$ cat src/rtl/tw_regport_pkg.sv
package tw_regport_pkg;
    typedef enum logic [3:0] {
        ST_IDLE,
        ST_ADDR,
        ST_ADDR_ACK,
        ST_PTR,
        ST_PTR_ACK,
        ST_WDATA,
        ST_WDATA_ACK,
        ST_RDATA,
        ST_RDATA_ACK,
        ST_IGNORE
    } tgt_state_t;
endpackage

$ cat src/rtl/tw_line_watch.sv
module tw_line_watch #(
    parameter int SYNC_STAGES = 2
) (
    input  logic clk,
    input  logic rst_n,
    input  logic scl_in,
    input  logic sda_in,
    output logic scl_s,
    output logic sda_s,
    output logic scl_rise,
    output logic scl_fall,
    output logic start_ev,
    output logic stop_ev
);
    logic [SYNC_STAGES-1:0] scl_q, sda_q;
    logic scl_p, sda_p;

    always_ff @(posedge clk or negedge rst_n) begin
        if (!rst_n) begin
            scl_q <= '1;
            sda_q <= '1;
            scl_p <= 1'b1;
            sda_p <= 1'b1;
        end else begin
            scl_q <= {scl_q[SYNC_STAGES-2:0], scl_in};
            sda_q <= {sda_q[SYNC_STAGES-2:0], sda_in};
            scl_p <= scl_q[SYNC_STAGES-1];
            sda_p <= sda_q[SYNC_STAGES-1];
        end
    end

    assign scl_s    = scl_q[SYNC_STAGES-1];
    assign sda_s    = sda_q[SYNC_STAGES-1];
    assign scl_rise = scl_s & ~scl_p;
    assign scl_fall = ~scl_s & scl_p;
    assign start_ev = scl_s & scl_p & sda_p & ~sda_s;
    assign stop_ev  = scl_s & scl_p & ~sda_p & sda_s;


    ev_excl_chk: assert property (@(posedge clk) disable iff (!rst_n)
        $onehot0({start_ev, stop_ev, scl_rise, scl_fall}));
endmodule

$ cat src/rtl/tw_reg_bank.sv
module tw_reg_bank #(
    parameter int NREG = 8,
    parameter int DW   = 8,
    localparam int PW  = $clog2(NREG)
) (
    input  logic               clk,
    input  logic               rst_n,
    input  logic               we,
    input  logic [PW-1:0]      waddr,
    input  logic [DW-1:0]      wdata,
    input  logic [PW-1:0]      raddr,
    output logic [DW-1:0]      rdata,
    output logic [NREG*DW-1:0] flat
);
    logic [DW-1:0] mem [NREG];

    always_ff @(posedge clk or negedge rst_n) begin
        if (!rst_n) begin
            for (int i = 0; i < NREG; i++) mem[i] <= '0;
        end else if (we) begin
            mem[waddr] <= wdata;
        end
    end

    assign rdata = mem[raddr];

    for (genvar g = 0; g < NREG; g++) begin : g_flat
        assign flat[g*DW +: DW] = mem[g];
    end
endmodule

$ cat src/rtl/tw_regport.sv
module tw_regport
    import tw_regport_pkg::*;
#(
    parameter logic [6:0] DEV_ADDR = 7'h2A,
    parameter int NREG = 8,
    parameter int DW   = 8,
    localparam int PW  = $clog2(NREG)
) (
    input  logic               clk,
    input  logic               rst_n,
    input  logic               scl_in,
    input  logic               sda_in,
    output logic               sda_pull,
    output logic [NREG*DW-1:0] bank_flat
);
    logic scl_s, sda_s, scl_rise, scl_fall, start_ev, stop_ev;
    tgt_state_t st, nxt;
    logic [7:0]    shreg;
    logic [DW-1:0] obuf, rdata;
    logic [2:0]    bitcnt;
    logic          byte_done, rw_bit, mack;
    logic [PW-1:0] ptr, ptr_inc;
    logic          addr_hit, wr_en, bus_ev;

    tw_line_watch #(.SYNC_STAGES(2)) u_watch (
        .clk(clk), .rst_n(rst_n), .scl_in(scl_in), .sda_in(sda_in),
        .scl_s(scl_s), .sda_s(sda_s), .scl_rise(scl_rise), .scl_fall(scl_fall),
        .start_ev(start_ev), .stop_ev(stop_ev)
    );

    assign bus_ev   = start_ev | stop_ev;
    assign addr_hit = (shreg[7:1] == DEV_ADDR);
    assign ptr_inc  = (ptr == PW'(NREG-1)) ? '0 : ptr + 1'b1;
    assign wr_en    = (st == ST_WDATA) && scl_fall && byte_done && !bus_ev;

    tw_reg_bank #(.NREG(NREG), .DW(DW)) u_bank (
        .clk(clk), .rst_n(rst_n), .we(wr_en), .waddr(ptr), .wdata(shreg[DW-1:0]),
        .raddr(ptr), .rdata(rdata), .flat(bank_flat)
    );

    always_comb begin
        nxt = st;
        if (stop_ev) nxt = ST_IDLE;
        else if (start_ev) nxt = ST_ADDR;
        else begin
            unique case (st)
                ST_IDLE, ST_IGNORE: nxt = st;
                ST_ADDR:      if (scl_fall && byte_done) nxt = addr_hit ? ST_ADDR_ACK : ST_IGNORE;
                ST_ADDR_ACK:  if (scl_fall) nxt = rw_bit ? ST_RDATA : ST_PTR;
                ST_PTR:       if (scl_fall && byte_done) nxt = ST_PTR_ACK;
                ST_PTR_ACK:   if (scl_fall) nxt = ST_WDATA;
                ST_WDATA:     if (scl_fall && byte_done) nxt = ST_WDATA_ACK;
                ST_WDATA_ACK: if (scl_fall) nxt = ST_WDATA;
                ST_RDATA:     if (scl_fall && byte_done) nxt = ST_RDATA_ACK;
                ST_RDATA_ACK: if (scl_fall) nxt = mack ? ST_RDATA : ST_IGNORE;
                default:      nxt = ST_IDLE;
            endcase
        end
    end

    always_ff @(posedge clk or negedge rst_n) begin
        if (!rst_n) st <= ST_IDLE;
        else        st <= nxt;
    end

    always_ff @(posedge clk or negedge rst_n) begin
        if (!rst_n) begin
            sda_pull  <= 1'b0;
            shreg     <= '0;
            obuf      <= '0;
            bitcnt    <= '0;
            byte_done <= 1'b0;
            rw_bit    <= 1'b0;
            mack      <= 1'b0;
            ptr       <= '0;
        end else if (bus_ev) begin
            sda_pull  <= 1'b0;
            bitcnt    <= '0;
            byte_done <= 1'b0;
        end else if (scl_rise) begin
            case (st)
                ST_ADDR, ST_PTR, ST_WDATA: begin
                    shreg     <= {shreg[6:0], sda_s};
                    bitcnt    <= bitcnt + 1'b1;
                    byte_done <= (bitcnt == 3'd7);
                end
                ST_RDATA: begin
                    bitcnt    <= bitcnt + 1'b1;
                    byte_done <= (bitcnt == 3'd7);
                end
                ST_RDATA_ACK: mack <= !sda_s;
                default: ;
            endcase
        end else if (scl_fall) begin
            case (st)
                ST_ADDR: if (byte_done) begin
                    rw_bit    <= shreg[0];
                    sda_pull  <= addr_hit;
                    byte_done <= 1'b0;
                end
                ST_ADDR_ACK: begin
                    if (rw_bit) begin
                        obuf     <= rdata;
                        sda_pull <= !rdata[DW-1];
                        bitcnt   <= '0;
                    end else begin
                        sda_pull <= 1'b0;
                    end
                end
                ST_PTR: if (byte_done) begin
                    ptr       <= shreg[PW-1:0];
                    sda_pull  <= 1'b1;
                    byte_done <= 1'b0;
                end
                ST_WDATA: if (byte_done) begin
                    ptr       <= ptr_inc;
                    sda_pull  <= 1'b1;
                    byte_done <= 1'b0;
                end
                ST_PTR_ACK, ST_WDATA_ACK: sda_pull <= 1'b0;
                ST_RDATA: begin
                    if (byte_done) begin
                        sda_pull  <= 1'b0;
                        ptr       <= ptr_inc;
                        byte_done <= 1'b0;
                    end else begin
                        obuf     <= obuf << 1;
                        sda_pull <= !obuf[DW-2];
                    end
                end
                ST_RDATA_ACK: begin
                    if (mack) begin
                        obuf     <= rdata;
                        sda_pull <= !rdata[DW-1];
                        bitcnt   <= '0;
                    end else begin
                        sda_pull <= 1'b0;
                    end
                end
                default: sda_pull <= 1'b0;
            endcase
        end
    end


    pull_low_phase_chk: assert property (@(posedge clk) disable iff (!rst_n)
        (sda_pull != $past(sda_pull)) |-> !$past(scl_s));

    idle_release_chk: assert property (@(posedge clk) disable iff (!rst_n)
        (st == ST_IDLE || st == ST_IGNORE) |-> !sda_pull);

    ptr_step_chk: assert property (@(posedge clk) disable iff (!rst_n)
        wr_en |=> (ptr == (($past(ptr) == PW'(NREG-1)) ? '0 : $past(ptr) + 1'b1)));

    ptr_load_chk: assert property (@(posedge clk) disable iff (!rst_n)
        (st == ST_PTR && scl_fall && byte_done && !bus_ev) |=> (ptr == $past(shreg[PW-1:0])));

    stop_idle_chk: assert property (@(posedge clk) disable iff (!rst_n)
        stop_ev |=> (st == ST_IDLE));
endmodule

$ cat config.mk
export PLATFORM = sky130hd
export DESIGN_NAME = tw_regport
export DESIGN_NICKNAME = d
export VERILOG_FILES = /design/src/rtl/tw_regport_pkg.sv /design/src/rtl/tw_line_watch.sv /design/src/rtl/tw_reg_bank.sv /design/src/rtl/tw_regport.sv
export SDC_FILE = /design/constraint.sdc
export NUM_CORES = 1
export LEC_CHECK = 0
export BUFFER_PORTS_ARGS = -buffer_cell sky130_fd_sc_hd__buf_2
export CORE_MARGIN = 4
export CORE_UTILIZATION = 45
export DETAILED_ROUTE_END_ITERATION = 10
export MAX_ROUTING_LAYER = met4
export PLACE_DENSITY = 0.8
export SETUP_SLACK_MARGIN = 0.05
export SYNTH_ARGS = -nofsm -noshare
export SYNTH_HDL_FRONTEND = slang
export SYNTH_SLANG_ARGS = --single-unit
export TNS_END_PERCENT = 20
$ cat constraint.sdc
create_clock -name clk -period 1.8 [get_ports clk]
set_input_delay 0.36 -clock clk [delete_from_list [all_inputs] [get_ports clk]]
set_output_delay 0.36 -clock clk [all_outputs]
set_load 0.01 [all_outputs]
Word level (Yosys, flattened, before mapping)
Index checks and enable logic that the tools add are counted.

word-level totals
  register bits after elaboration = 99
  output and inout port bits = 65
  logic and storage cells = 150

cells by class
  add/subtract/negate cells = 2
  magnitude comparators = 2
  equal/unequal tests = 32
  muxes and demuxes = 48
  bitwise logic cells = 15
  reductions and logical operators = 30

operator list
  cell                   count
  $bwmux W64             1
  $mux W4                11
  $pmux W4 S8            1
  $mux W3                10
  $ne A4 B4 Y1 const B   7
  $bmux W8 S3            1
  $demux W8 S3           1
  $mux W8                3
  $mux W7                3
  $pmux W7 S3            1
  $eq A4 B3 Y1 const B   4
  $mux W1                13
  $pmux W3 S2            2
  $reduce_and A5 Y1      2
  $reduce_and A3 Y1      3
  $eq A4 B2 Y1 const B   2
  $eq A4 B4 Y1 const B   2
  $ne A2 B2 Y1 const B   4
  $reduce_and A8 Y1      1
  $reduce_or A2 Y1       4
  $and A1 B1 Y1          7
  $eq A7 B6 Y1 const B   1
  $reduce_and A7 Y1      1
  $add A3 B1 Y3 const B  2
  24 further kinds       42

Longest topological paths before layout
Gate-level depths: netlist of run 1.

  word-level depth = 10
  depth in mapped cells = 8
  mapped depth without buffers = 6

Hierarchy
Synthesis of run 1 repeated with hierarchy kept, for this count alone.

unflattened totals
  cells, all modules = 341
  area total of the unflattened synthesis = 4853.4 sq um

by module, submodules not included
  module         times used  cells an instance  area each (sq um)  seq. area each (sq um)
  tw_reg_bank    1           172                2992.9             1601.5
  tw_regport     1           159                1670.4             725.7
  tw_line_watch  1           10                 190.2              157.7

Worst setup path after synthesis of run 1
Ideal clock, no wire load.

  path type = register to register
  from = reg u_watch.sda_q[1]
  to = reg u_bank.mem (netlist bit u_bank.flat[48])
  library setup time = 125 ps
  arrival = 1793 ps
  required time = 1675 ps
  slack = -118 ps
  stages on the path, launching flop included = 6
  path buffers = 0
  path through = dfstp_2 nor2b_1 o21a_1 nor4_4 nand3_1 mux2_2

between the ends
  word-level cells in the longest chain between the ends = 5
  elaborated cells between the ends (all ways) = 6

RTL lines
  element                          line                 source
  from (decl)                      tw_line_watch.sv:15  logic [SYNC_STAGES-1:0] scl_q, sda_q;
  from (signal assigned)           tw_line_watch.sv:26  sda_q <= {sda_q[SYNC_STAGES-2:0], sda_in};
  $not A1 Y1                       tw_line_watch.sv:36  assign start_ev = scl_s & scl_p & sda_p & ~sda_s;
  $and A1 B1 Y1                    tw_line_watch.sv:36
  $or A1 B1 Y1 *                   tw_regport.sv:31     assign bus_ev = start_ev | stop_ev;
  $logic_not A1 Y1 *               tw_regport.sv:34     assign wr_en = (st == ST_WDATA) && scl_fall && byte_done && !bus_ev;
  $logic_and A1 B1 Y1 *            tw_regport.sv:34
  to (signal, indexed assignment)  tw_reg_bank.sv:21    mem[waddr] <= wdata;
  to (decl)                        tw_reg_bank.sv:15    logic [DW-1:0] mem [NREG];

Every way passes the cells marked *; elsewhere a longest branch is shown, timed or not.
A chain may end at the register's enable or synchronous reset.

Worst setup path after layout of run 1
  from = reg u_watch.scl_p
  to = reg u_bank.mem (netlist bit u_bank.flat[41])

between the ends
  word-level cells in the longest chain between the ends = 6
  elaborated cells between the ends (all ways) = 11

RTL lines
  element                                               line                                      source
  from (decl)                                           tw_line_watch.sv:16                       logic scl_p, sda_p;
  from (signal assigned)                                tw_line_watch.sv:27                       scl_p <= scl_q[SYNC_STAGES-1];
  $and A1 B1 Y1                                         tw_line_watch.sv:36, tw_line_watch.sv:37
  $and A1 B1 Y1, on equally long branches (2 in a row)  tw_line_watch.sv:36, tw_line_watch.sv:37
  $or A1 B1 Y1                                          tw_regport.sv:31
  $logic_not A1 Y1                                      tw_regport.sv:34
  $logic_and A1 B1 Y1 *                                 tw_regport.sv:34

Marked as above.

==> metrics.log, run 1 <==
INFO  metric yosysWarnings = 0
INFO  metric grt_start_max_net_pins = 63
INFO  metric post_route_cells_drive_above_1_share = 53.8%
INFO  metric report.final.hold_viol_count = 0
INFO  metric layout.core_utilization = 61.3%
INFO  metric level_count_of_the_clock_h_tree = 3
INFO  metric worstHoldEndpoint = u_watch.sda_q[0]$_DFF_PN1_
INFO  metric synthToLayoutAreaGrowth = 32.1%
INFO  metric post-route-period-util = 108%
INFO  metric power_per_cell_area = 687 nW/um2
INFO  metric synth_ff_type = dfrtp_1
INFO  metric p_leak = 3.17 nW
INFO  metric critPathMaxFanout = 8
INFO  metric floorplan.die_area = 12400 um2
INFO  metric worst_ep_required_time = 2060 ps
INFO  metric tritoncts_num_sinks = 99
INFO  metric reg2reg_slack = -140 ps
INFO  metric timing.fmax = 516 MHz
INFO  metric syn_area = 4790 um2
INFO  metric worst_setup_hold_path_clk_slew = 90 ps
INFO  metric setup_repair_after_global_routing_missed_its_margin = true
INFO  metric insertion_delay_of_the_later_clocked_pin_in_the_worst_skew_pair = 370 ps
INFO  metric die_y = 111 um
INFO  metric row_count = 37
INFO  metric yosys.cell_count.top_type = dfrtp_1
INFO  metric timing.critical_path.from_type = register
INFO  metric insertedDiodeCount = 0
INFO  metric die_w = 111 um
INFO  metric cts.root.buffer_cell = clkbuf_8
INFO  metric netlist_instances = 402
INFO  metric setup_total_negative_slack = -4600 ps
INFO  metric cp_endpoint_kind = register
INFO  metric maxCapViolCount = 0
INFO  metric tightestPinTransition = 386 ps
INFO  metric detailroute.via_count = 3879
INFO  metric p_int = 3.10 mW
INFO  metric portBuffers = 68
INFO  metric placed_wire_length_estimate = 9470 um
INFO  metric multi_input_comb_area = 2460 um2
INFO  metric globalplace.congestion = 0.867
INFO  metric tritoncts = done
INFO  metric yosys.area.top_type = dfrtp_1
INFO  metric async_flop_share = 100%
INFO  metric hp-class = input pin to register
INFO  metric grt_pass1_vias = 3965
INFO  metric seq_area_frac_synth = 51.9%
INFO  metric detail_route.wl_per_cell = 20.9 um
INFO  metric finalNetCount = 542
INFO  metric ys_top_cells_by_count = dfrtp_1, mux2_2, nand2_1, a21oi_1
INFO  metric worst_hold_startpoint = sda_in
INFO  metric initial_core_util = 46.4%
INFO  metric synth.avg_cell_area = 11.9 um2
INFO  metric crit_path_category = register to register
INFO  metric clk_buf_depth = 2
INFO  metric hold-path-cell-count = 1
INFO  metric drc_viols = 0
INFO  metric final_critical_path_setup_slack = -138 ps
INFO  metric synth-seq-cells = 99
INFO  metric cts-buffers-inserted = 9
INFO  metric r2r_cells = 7
INFO  metric num_io_pins = 69
INFO  metric worst_slew_margin_rel = 74.2%
INFO  metric finClkSkew = 12.5 ps
INFO  metric failed_checks = negative setup slack
INFO  metric critical_path.reg2reg.startpoint = u_watch.scl_p$_DFF_PN1_
INFO  metric grt_antenna_before_repair = 0
INFO  metric synth_largest_type_area_fraction = 48.6%
INFO  metric gr-total-overflow = 0
INFO  metric power.share.clock = 29.1%
INFO  metric grt_pass1_wl = 21500 um
INFO  metric global_route.usage.total = 22.7%
INFO  metric vdd.ir_drop.worst = 555 uV
INFO  metric fin_crit = 1940 ps
INFO  metric p_comb_share = 16.2%
INFO  metric core_region_area = 10300 um2
INFO  metric slew_violations = 0
INFO  metric layout.filler_cells = 794
INFO  metric worst_r2r_endpoint = u_bank.flat[41]$_DFFE_PN0P_
INFO  metric critical_path_arrival = 2200 ps
INFO  metric drt-initial-drc-count = 321
INFO  metric detail_route.first_pass.iterations = 4
INFO  metric setup_violations = 63
INFO  metric regArea = 2490 um2
INFO  metric syn-num-nets = 413
INFO  metric power = 4.35 mW
INFO  metric power.switching_fraction = 28.8%
INFO  metric seq_power_share = 54.7%
INFO  metric post_drt_via_cell_ratio = 5.80
INFO  metric synth_edf_count = 0
INFO  metric antenna_left = 0
INFO  metric outcome = finished with violations
INFO  metric synth_cell_type_count = 49
INFO  metric synthTopCellsByArea = dfrtp_1, mux2_2, mux2i_1
INFO  metric detail_route.wirelength = 14000 um
INFO  metric total_switching_power = 1.25 mW
==> per-layer routing <==
layer / wire length [um] / GRT usage (%) / vias to the layer above
met5: 0 / - / -
met4: 308 / 5.84 / 0
met3: 768 / 4.97 / 22
met2: 7130 / 38.1 / 141
met1: 5760 / 28.1 / 1997
li1: - / - / 1719
==> per-stage QoR <==
stage	instance area [um2]	std cells	hold WS (ps)	setup slack (ps)
final	6320	669	89.9	-138
after global routing	6320	669	67.0	-159
after CTS	6130	665	80.5	-121
after detailed placement	5780	647	354	-205
after global placement	5780	647	349	-188
after floorplan	4820	402	64.4	-11.7
==> how the worst max path moves through the flow <==
stage                                   to                  startpoint  slack, ps  cells after the start
2_1_floorplan  u_bank.flat[56]$_DFFE_PN0P_     u_watch.scl_p$_DFF_PN1_        -10                      5
3_3_place_gp            rw_bit$_DFFE_PN0P_  u_watch.sda_q[1]$_DFF_PN1_       -190                      6
3_5_place_dp   u_bank.flat[45]$_DFFE_PN0P_     u_watch.scl_p$_DFF_PN1_       -200                      5
4_1_cts        u_bank.flat[60]$_DFFE_PN0P_  u_watch.sda_q[1]$_DFF_PN1_       -120                      7
5_1_grt        u_bank.flat[57]$_DFFE_PN0P_           st[0]$_DFFE_PN0P_       -160                      7
6_report       u_bank.flat[41]$_DFFE_PN0P_     u_watch.scl_p$_DFF_PN1_       -140                      7
==> power groups by stage <==
| stage | sequential, mW | clock, mW | combinational, mW |
|---|---|---|---|
| after floorplan | 2.38 | 0 | 0.363 |
| after global placement | 2.41 | 0 | 0.621 |
| after detailed placement | 2.42 | 0 | 0.637 |
| after CTS | 2.37 | 1.28 | 0.665 |
| after global routing | 2.39 | 1.38 | 0.758 |
| final | 2.38 | 1.27 | 0.704 |
==> flip-flops by register name, summed over array words and instances, names as in the netlist <==
| register | cells |
|---|---|
| bitcnt | 3 |
| byte_done | 1 |
| mack | 1 |
| obuf | 7 |
| ptr | 3 |
| rw_bit | 1 |
| sda_pull | 1 |
| shreg | 8 |
| st | 4 |
| u_bank.flat | 64 |
| u_watch.scl_p | 1 |
| u_watch.scl_q | 2 |
| u_watch.sda_p | 1 |
| u_watch.sda_q | 2 |
==> repair_timing <==
action | 4_1_cts | 5_1_grt
cloned | 0 | 0
hold buffers | 1 | 0
pin swaps | 8 | 11
endpoints found under the hold margin | 34 | 0
buffers inserted | 4 | 5
resized for setup | 38 | 35
endpoints found under the setup margin | 88 | 87
==> critical path, stage by stage, from the launching register on <==
cell and delay, ps:
dfstp_2 570, ha_4 210, nand2_4 60, nor4_4 300, buf_6 180, buf_12 110, nand2_8 90, mux2_4 310
==> logic make-up (layout without fill, tap and decap cells) <==
| group | after synthesis | count (layout) | synth area share [%] |
|---|---|---|---|
| muxes | 99 | 99 | 22.9 |
| adders and majority gates | 7 | 7 | 1.83 |
| and+or+nand+nor | 87 | 87 | 10.0 |
| AOI/OAI and AO/OA | 79 | 79 | 10.8 |
| DFF | 99 | 99 | 51.9 |
| buffers and inverters | 31 | 162 | 2.61 |
==> placed cells by master, fill, tap and decap left out, drive strengths merged, types with 2 or more instances in the layout <==
| cell type | n |
|---|---|
| o31ai | 3 |
| a21o | 2 |
| mux2i | 16 |
| nand3 | 6 |
| nor2b | 8 |
| dfrtp | 93 |
| clkbuf | 9 |
| a22oi | 9 |
| nor3b | 5 |
| nor2 | 18 |
| mux2 | 83 |
| nand2b | 2 |
| nor3 | 5 |
| inv | 6 |
| buf | 144 |
| dfstp | 6 |
| o21ai | 16 |
| o21a | 2 |
| ha | 7 |
| a221oi | 4 |
| a22o | 4 |
| or2 | 2 |
| o211ai | 4 |
| clkinv | 2 |
| a21oi | 19 |
| nand3b | 3 |
| nor4 | 3 |
| nand2 | 28 |
| o22ai | 7 |
==> area by class of cell <==
| type | instances | area share [%] |
|---|---|---|
| Clock buffer | 9 | 1.96 |
| Sequential cell | 99 | 39.4 |
| Timing Repair Buffer | 145 | 16.4 |
| Multi-Input combinational cell | 272 | 38.9 |
| Tap cell | 136 | 2.69 |
| Clock inverter | 4 | 0.435 |
| Inverter | 4 | 0.237 |
Note: power is estimated with default switching activity, not from simulation.
==> run 2, diff against run 1 <==
Settings changed: CORE_MARGIN 4 to 1.
==> run 2 against run 1 <==
Against the previous run:
- the flow still finishes with violations (negative setup slack)
- sequential share of layout area grew 0.85 points
- highest routed layer unchanged
- critical path type unchanged
- flip-flop and latch count is the same
- critical endpoint is now u_bank.flat[55]$_DFFE_PN0P_
- register-to-register slack better by 30 ps
- core utilization shrank 1.4 points
- critical path depth unchanged
- via count fell by 1.6%
- total power rose by 2.5%
- global-route usage up 2.9 points
- die area fell by 11%
==> metrics.log, run 2 (synthesis results as in run 1) <==
INFO  metric finClkSkew = 11.3 ps (-1.16 ps)
INFO  metric detail_route.first_pass.iterations = 5 (+1)
INFO  metric cp_endpoint_kind = register
INFO  metric largest_reg_flops = 64 (unchanged)
INFO  metric finalNetCount = 529 (-2.4%)
INFO  metric commonest_cells_after_routing_fill_and_taps_aside = dfrtp_1, mux2_2, buf_2, buf_4, nand2_1
INFO  metric power.share.clock = 32.2% (+3.1 points)
INFO  metric slew_violations = 0 (unchanged)
INFO  metric total_switching_power = 1.23 mW (-2.0%)
INFO  metric cts.root.buffer_cell = clkbuf_8
INFO  metric globalplace.congestion = 0.886 (+2.2%)
INFO  metric reg2reg_slack = -110 ps (+30 ps)
INFO  metric outcome = finished with violations
INFO  metric p_comb_share = 14.4% (-1.8 points)
INFO  metric grt_start_max_net_pins = 38 (-40%)
INFO  metric power.switching_fraction = 27.5% (-1.3 points)
INFO  metric level_count_of_the_clock_h_tree = 3 (unchanged)
INFO  metric gr-total-overflow = 0 (unchanged)
INFO  metric seq_power_share = 53.4% (-1.3 points)
INFO  metric failed_checks = negative setup slack
INFO  metric setup_repair_after_global_routing_missed_its_margin = true
INFO  metric post_drt_via_cell_ratio = 5.79 (-0.13%)
INFO  metric row_count = 37 (unchanged)
INFO  metric num_io_pins = 69 (unchanged)
INFO  metric critPathMaxFanout = 4 (-4)
INFO  metric setup_violations = 49 (-22%)
INFO  metric post_route_cells_drive_above_1_share = 51.2% (-2.6 points)
INFO  metric tritoncts_num_sinks = 99 (unchanged)
INFO  metric core_region_area = 10300 um2 (unchanged)
INFO  metric layout.filler_cells = 838 (+5.5%)
INFO  metric cts-buffers-inserted = 9 (unchanged)
INFO  metric worstHoldEndpoint = u_watch.sda_q[0]$_DFF_PN1_
INFO  metric worst_setup_hold_path_clk_slew = 90 ps (about the same)
INFO  metric portBuffers = 68 (unchanged)
INFO  metric critical_path.reg2reg.startpoint = u_watch.scl_p$_DFF_PN1_
INFO  metric clk_buf_depth = 2 (unchanged)
INFO  metric vdd.ir_drop.worst = 466 uV (-16%)
INFO  metric critical_path_arrival = 2170 ps (-30 ps)
INFO  metric final_critical_path_setup_slack = -107 ps (+31.0 ps)
INFO  metric power_per_cell_area = 721 nW/um2 (+4.9%)
INFO  metric insertion_delay_of_the_later_clocked_pin_in_the_worst_skew_pair = 380 ps (about the same)
INFO  metric crit_path_category = register to register
INFO  metric placed_wire_length_estimate = 9180 um (-3.1%)
INFO  metric tightestPinTransition = 460 ps (+73.8 ps)
INFO  metric detailroute.via_count = 3816 (-1.6%)
INFO  metric grt_pass1_wl = 20800 um (-3.1%)
INFO  metric die_y = 105 um (-5.4%)
INFO  metric fin_crit = 1910 ps (-31.0 ps)
INFO  metric insertedDiodeCount = 0 (unchanged)
INFO  metric synthToLayoutAreaGrowth = 29.1%
INFO  metric drc_viols = 0 (unchanged)
INFO  metric timing.fmax = 524 MHz (+1.6%)
INFO  metric detail_route.wl_per_cell = 20.0 um (-4.2%)
INFO  metric die_w = 105 um (-5.4%)
INFO  metric initial_core_util = 46.4% (unchanged)
INFO  metric grt_pass1_vias = 3870 (-2.4%)
INFO  metric p_leak = 3.13 nW (-1.2%)
INFO  metric report.final.hold_viol_count = 0 (unchanged)
INFO  metric antenna_left = 0 (unchanged)
INFO  metric power = 4.45 mW (+2.5%)
INFO  metric drt-initial-drc-count = 318 (-0.93%)
INFO  metric r2r_cells = 7 (unchanged)
INFO  metric grt_antenna_before_repair = 0 (unchanged)
INFO  metric worst_ep_required_time = 2060 ps (about the same)
INFO  metric regArea = 2490 um2 (-0.15%)
INFO  metric layout.core_utilization = 59.9% (-1.4 points)
INFO  metric tritoncts = done
INFO  metric floorplan.die_area = 11100 um2 (-11%)
INFO  metric global_route.usage.total = 25.6% (+2.9 points)
INFO  metric p_int = 3.23 mW (+4.3%)
INFO  metric hp-class = input pin to register
INFO  metric timing.critical_path.from_type = register
INFO  metric worst_slew_margin_rel = 69.4% (-4.8 points)
INFO  metric maxCapViolCount = 0 (unchanged)
INFO  metric post-route-period-util = 106% (-1.7 points)
INFO  metric layout.cells.most_common = dfrtp_1
INFO  metric worst_r2r_endpoint = u_bank.flat[55]$_DFFE_PN0P_
INFO  metric worst_hold_startpoint = sda_in
INFO  metric detail_route.wirelength = 13200 um (-5.6%)
INFO  metric hold-path-cell-count = 1 (unchanged)
INFO  metric multi_input_comb_area = 2350 um2 (-4.5%)
[run 2: cell types whose count changed in the layout (fill, tap and decap cells not counted), moves of 3 or more]
cell      before  now
buf_4         59   47
buf_6         12    8
clkinv_4       0    3
dfrtp_1       89   92
dfrtp_2        4    1
mux2_2        72   82
mux2_4        11    1
nand2_4        3    6
[run 2: worst max-delay path by stage]
stage / endpoint / start / slack [ps] / cells after the start
final: u_bank.flat[55]$_DFFE_PN0P_ / u_watch.scl_p$_DFF_PN1_ / -110 / 7
after global routing: u_bank.flat[62]$_DFFE_PN0P_ / u_watch.scl_p$_DFF_PN1_ / -150 / 7
after CTS: u_bank.flat[50]$_DFFE_PN0P_ / u_watch.sda_q[1]$_DFF_PN1_ / -100 / 7
after detailed placement: u_bank.flat[19]$_DFFE_PN0P_ / u_watch.scl_p$_DFF_PN1_ / -180 / 5
after global placement: u_bank.flat[18]$_DFFE_PN0P_ / u_watch.scl_p$_DFF_PN1_ / -140 / 5
after floorplan: u_bank.flat[56]$_DFFE_PN0P_ / u_watch.scl_p$_DFF_PN1_ / -10 / 5
[run 2: worst max-delay path: stages (launching register included)]
cell and delay, ps:
dfstp_2 570, ha_4 160, nand2b_1 90, nor4_4 260
buf_6 180, nand3_4 110, buf_12 150, mux2_2 270
[run 2: metrics by stage]
stage	TNS, ps	hold slack, ps	cells	worst slack [ps]	area [um2]
6_report	-1720	80.2	659	-107	6180
5_1_grt	-6350	61.5	659	-149	6180
4_1_cts	-2140	67.9	659	-98.5	6130
3_5_place_dp	-9640	344	639	-180	5760
3_3_place_gp	-6430	339	639	-136	5760
2_1_floorplan	-154	64.4	402	-11.7	4820
[run 2: layout make-up]
cell class                 count  area share, %
clock buffer                  10           2.06
clock inverter                 6           1.07
inverter                       4          0.243
multi-input combinational    272           38.0
sequential                    99           40.2
tap                          136           2.75
timing repair buffer         132           15.7
[run 2: what timing repair did]
item | 4_1_cts | 5_1_grt
endpoints found under the setup margin | 89 | 92
pin swaps | 5 | 3
setup buffers | 3 | 0
endpoints found under the hold margin | 26 | 0
resized for setup | 33 | 15
hold buffers | 1 | 0
[run 2: power groups by stage]
stage               combinational (mW)  clock (mW)  sequential [mW]
floorplan                        0.363           0             2.38
global route                     0.697        1.55             2.39
CTS                              0.630        1.45             2.38
detailed placement               0.610           0             2.42
finish                           0.640        1.44             2.38
global placement                 0.595           0             2.41
[run 2: layer usage]
layer,global-route usage (%),vias to the layer above,share of wire [%]
met5,-,-,0
met4,11.0,0,2.7
met3,3.31,30,5.1
met2,41.0,145,49
met1,32.7,1939,43
li1,-,1702,-
==> run 3, diff against run 2 <==
Settings changed: CORE_UTILIZATION 45 to 50, PLACE_DENSITY 0.8 to 0.86.
==> run 3 against run 2 <==
Against the previous run:
- the run still ends with negative setup slack left
- die area is 9.8% lower
- total power is 1.1% lower
- hold slack worse by 9.9 ps
- clock skew is 4.1 ps higher
- cell area is 0.65% lower
- flip-flop and latch count stayed put
- clock power is 4% lower
- highest routed layer unchanged
==> metrics.log, run 3 (synthesis results as in run 1) <==
INFO  metric hp-class = input pin to register
INFO  metric grt_antenna_before_repair = 0 (unchanged)
INFO  metric worst_setup_hold_path_clk_slew = 100 ps (about the same)
INFO  metric drc_viols = 0 (unchanged)
INFO  metric worst_ep_required_time = 2070 ps (about the same)
INFO  metric antenna_left = 0 (unchanged)
INFO  metric global_route.usage.total = 27.8% (+2.2 points)
INFO  metric cts-buffers-inserted = 9 (unchanged)
INFO  metric layout.core_utilization = 66.5% (+6.6 points)
INFO  metric cts.root.buffer_cell = clkbuf_8
INFO  metric detail_route.wl_per_cell = 20.4 um (+2.2%)
INFO  metric fin_crit = 1950 ps (+40.2 ps)
INFO  metric vdd.ir_drop.worst = 669 uV (+44%)
INFO  metric floorplan.die_area = 9970 um2 (-9.8%)
INFO  metric gr-total-overflow = 0 (unchanged)
INFO  metric num_io_pins = 69 (unchanged)
INFO  metric tritoncts = done
INFO  metric synthToLayoutAreaGrowth = 28.3%
INFO  metric critPathLaunch = u_watch.sda_q[1]$_DFF_PN1_
INFO  metric core_region_area = 9240 um2 (-10%)
INFO  metric globalplace.congestion = 0.930 (+5.0%)
INFO  metric slew_violations = 0 (unchanged)
INFO  metric grt_pass1_vias = 3870 (unchanged)
INFO  metric die_w = 99.8 um (-5.0%)
INFO  metric failed_checks = negative setup slack
INFO  metric crit_path_category = register to register
INFO  metric initial_core_util = 51.8% (+5.4 points)
INFO  metric insertion_delay_of_the_later_clocked_pin_in_the_worst_skew_pair = 390 ps (about the same)
INFO  metric finClkSkew = 15.4 ps (+4.08 ps)
INFO  metric drt-initial-drc-count = 408 (+28%)
INFO  metric reg2reg_slack = -150 ps (-40 ps)
INFO  metric critPathMaxFanout = 5 (+1)
INFO  metric report.final.hold_viol_count = 0 (unchanged)
INFO  metric post_drt_via_cell_ratio = 5.97 (+3.0%)
INFO  metric holdWs = 70.3 ps (-9.86 ps)
INFO  metric timing.critical_path.from_type = register
INFO  metric critical_path.reg2reg.startpoint = u_watch.sda_q[1]$_DFF_PN1_
INFO  metric cp_endpoint_kind = register
INFO  metric critical_path_arrival = 2220 ps (+50 ps)
INFO  metric worstPathCellList = nor2b_2 > o21a_2 > buf_6 > nor4_4 > buf_4 > nand3_4 > buf_6 > mux2_2
INFO  metric tightestPinTransition = 504 ps (+44.3 ps)
INFO  metric r2r_cells = 8 (+1)
INFO  metric worst_r2r_endpoint = u_bank.flat[59]$_DFFE_PN0P_
INFO  metric fin_cells = 659 (unchanged)
INFO  metric detailed_place.area = 5750 um2 (-0.24%)
INFO  metric insertedDiodeCount = 0 (unchanged)
INFO  metric clk_buf_depth = 2 (unchanged)
INFO  metric grt_start_max_net_pins = 37 (-2.6%)
INFO  metric largest_reg_flops = 64 (unchanged)
INFO  metric level_count_of_the_clock_h_tree = 3 (unchanged)
INFO  metric p_leak = 3.13 nW (about the same)
INFO  metric outcome = finished with violations
INFO  metric detail_route.first_pass.iterations = 5 (unchanged)
INFO  metric post-route-period-util = 108% (+2.2 points)
INFO  metric power_per_cell_area = 717 nW/um2 (-0.44%)
INFO  metric tritoncts_num_sinks = 99 (unchanged)
INFO  metric final_critical_path_setup_slack = -147 ps (-40.2 ps)
INFO  metric setup_repair_after_global_routing_missed_its_margin = true
INFO  metric detail_route.wirelength = 13500 um (+2.2%)
INFO  metric row_count = 35 (-5.4%)
INFO  metric power = 4.41 mW (-1.1%)
INFO  metric placed_wire_length_estimate = 8900 um (-3.0%)
INFO  metric stdcell_area = 6140 um2 (-0.65%)
INFO  metric finalNetCount = 537 (+1.5%)
INFO  metric cp-endpoint = u_bank.flat[59]$_DFFE_PN0P_
INFO  metric commonest_cells_after_routing_fill_and_taps_aside = dfrtp_1, mux2_2, buf_2, buf_4, nand2_1
INFO  metric timing.fmax = 514 MHz (-2.1%)
INFO  metric cp_slowest_cell = dfstp_2
INFO  metric post_route_cells_drive_above_1_share = 52.5% (+1.2 points)
INFO  metric grt_pass1_wl = 20200 um (-2.7%)
INFO  metric place.detailed.instances = 638 (-0.16%)
INFO  metric critPathMaxStageDelay = 570 ps (about the same)
INFO  metric die_y = 99.8 um (-5.0%)
INFO  metric setup_total_negative_slack = -5920 ps (-4200 ps)
INFO  metric critical-path-top-cell-by-count = buf_6
INFO  metric portBuffers = 68 (unchanged)
INFO  metric worst_slew_margin_rel = 66.4% (-3.0 points)
INFO  metric detailroute.via_count = 3932 (+3.0%)
INFO  metric place_worst_setup_slack = -222 ps (-41.8 ps)
INFO  metric setup_violations = 79 (+61%)
INFO  metric layout.cells.most_common = dfrtp_1
INFO  metric maxCapViolCount = 0 (unchanged)
==> run 3: cell count changes in the layout (fill, tap and decap cells not counted), sizes merged <==
cell / previous run / this run
buf: 130 / 139
bufinv: 1 / 0
clkbuf: 11 / 9
clkinv: 5 / 0
clkinvlp: 0 / 1
inv: 4 / 9
==> run 3: final cells by class <==
| cell class | instances | area, um2 |
|---|---|---|
| fill | 653 | 3100 |
| sequential | 99 | 2490 |
| multi-input combinational | 272 | 2340 |
| timing repair buffer | 140 | 953 |
| tap | 129 | 161 |
| clock buffer | 9 | 124 |
| clock inverter | 6 | 53.8 |
| inverter | 4 | 15.0 |
==> run 3: worst min path at each step <==
| stage | from | end | slack, ps | cells past startpoint |
|---|---|---|---|---|
| finish | scl_in | u_watch.scl_q[0]$_DFF_PN1_ | 70 | 1 |
| global route | scl_in | u_watch.scl_q[0]$_DFF_PN1_ | 60 | 1 |
| global placement | rst_n | st[2]$_DFFE_PN0P_ | 350 | 1 |
| CTS | scl_in | u_watch.scl_q[0]$_DFF_PN1_ | 60 | 1 |
| detailed placement | u_watch.scl_q[0]$_DFF_PN1_ | u_watch.scl_q[1]$_DFF_PN1_ | 350 | 0 |
| floorplan | rst_n | bitcnt[0]$_DFFE_PN0P_ | 60 | 0 |
==> run 3: critical path, delay by kind of cell, from the launching register on <==
kind / cells / cell delay [ps]
buffers and inverters: 3 / 460
AND/OR/NAND/NOR: 3 / 310
AO/OA/AOI/OAI: 1 / 220
multiplexers: 1 / 270
flip-flops: 1 / 570
==> run 3: report_power, final <==
part / internal, mW / switching [mW] / total, mW
sequential: 2.30 / 0.0704 / 2.37
combinational: 0.284 / 0.369 / 0.653
clock: 0.525 / 0.859 / 1.38
total: 3.11 / 1.30 / 4.41
==> run 3: timing repair <==
| action | 4_1_cts | 5_1_grt |
|---|---|---|
| endpoints found under the setup margin | 82 | 83 |
| pin swaps | 4 | 5 |
| hold endpoints to repair | 30 | 0 |
| buffers inserted | 2 | 3 |
| resized for setup | 21 | 24 |
| hold buffers | 1 | 0 |
==> run 3: metal layers <==
layer  vias to the layer above  track usage (%)  share of wire [%]  wire length [um]
li1                       1713                -                  -                 -
met1                      1975             34.2                 40              5390
met2                       195             44.6                 50              6680
met3                        49             5.99                6.2               839
met4                         0             11.8                4.2               564
met5                         -                -                  0                 0
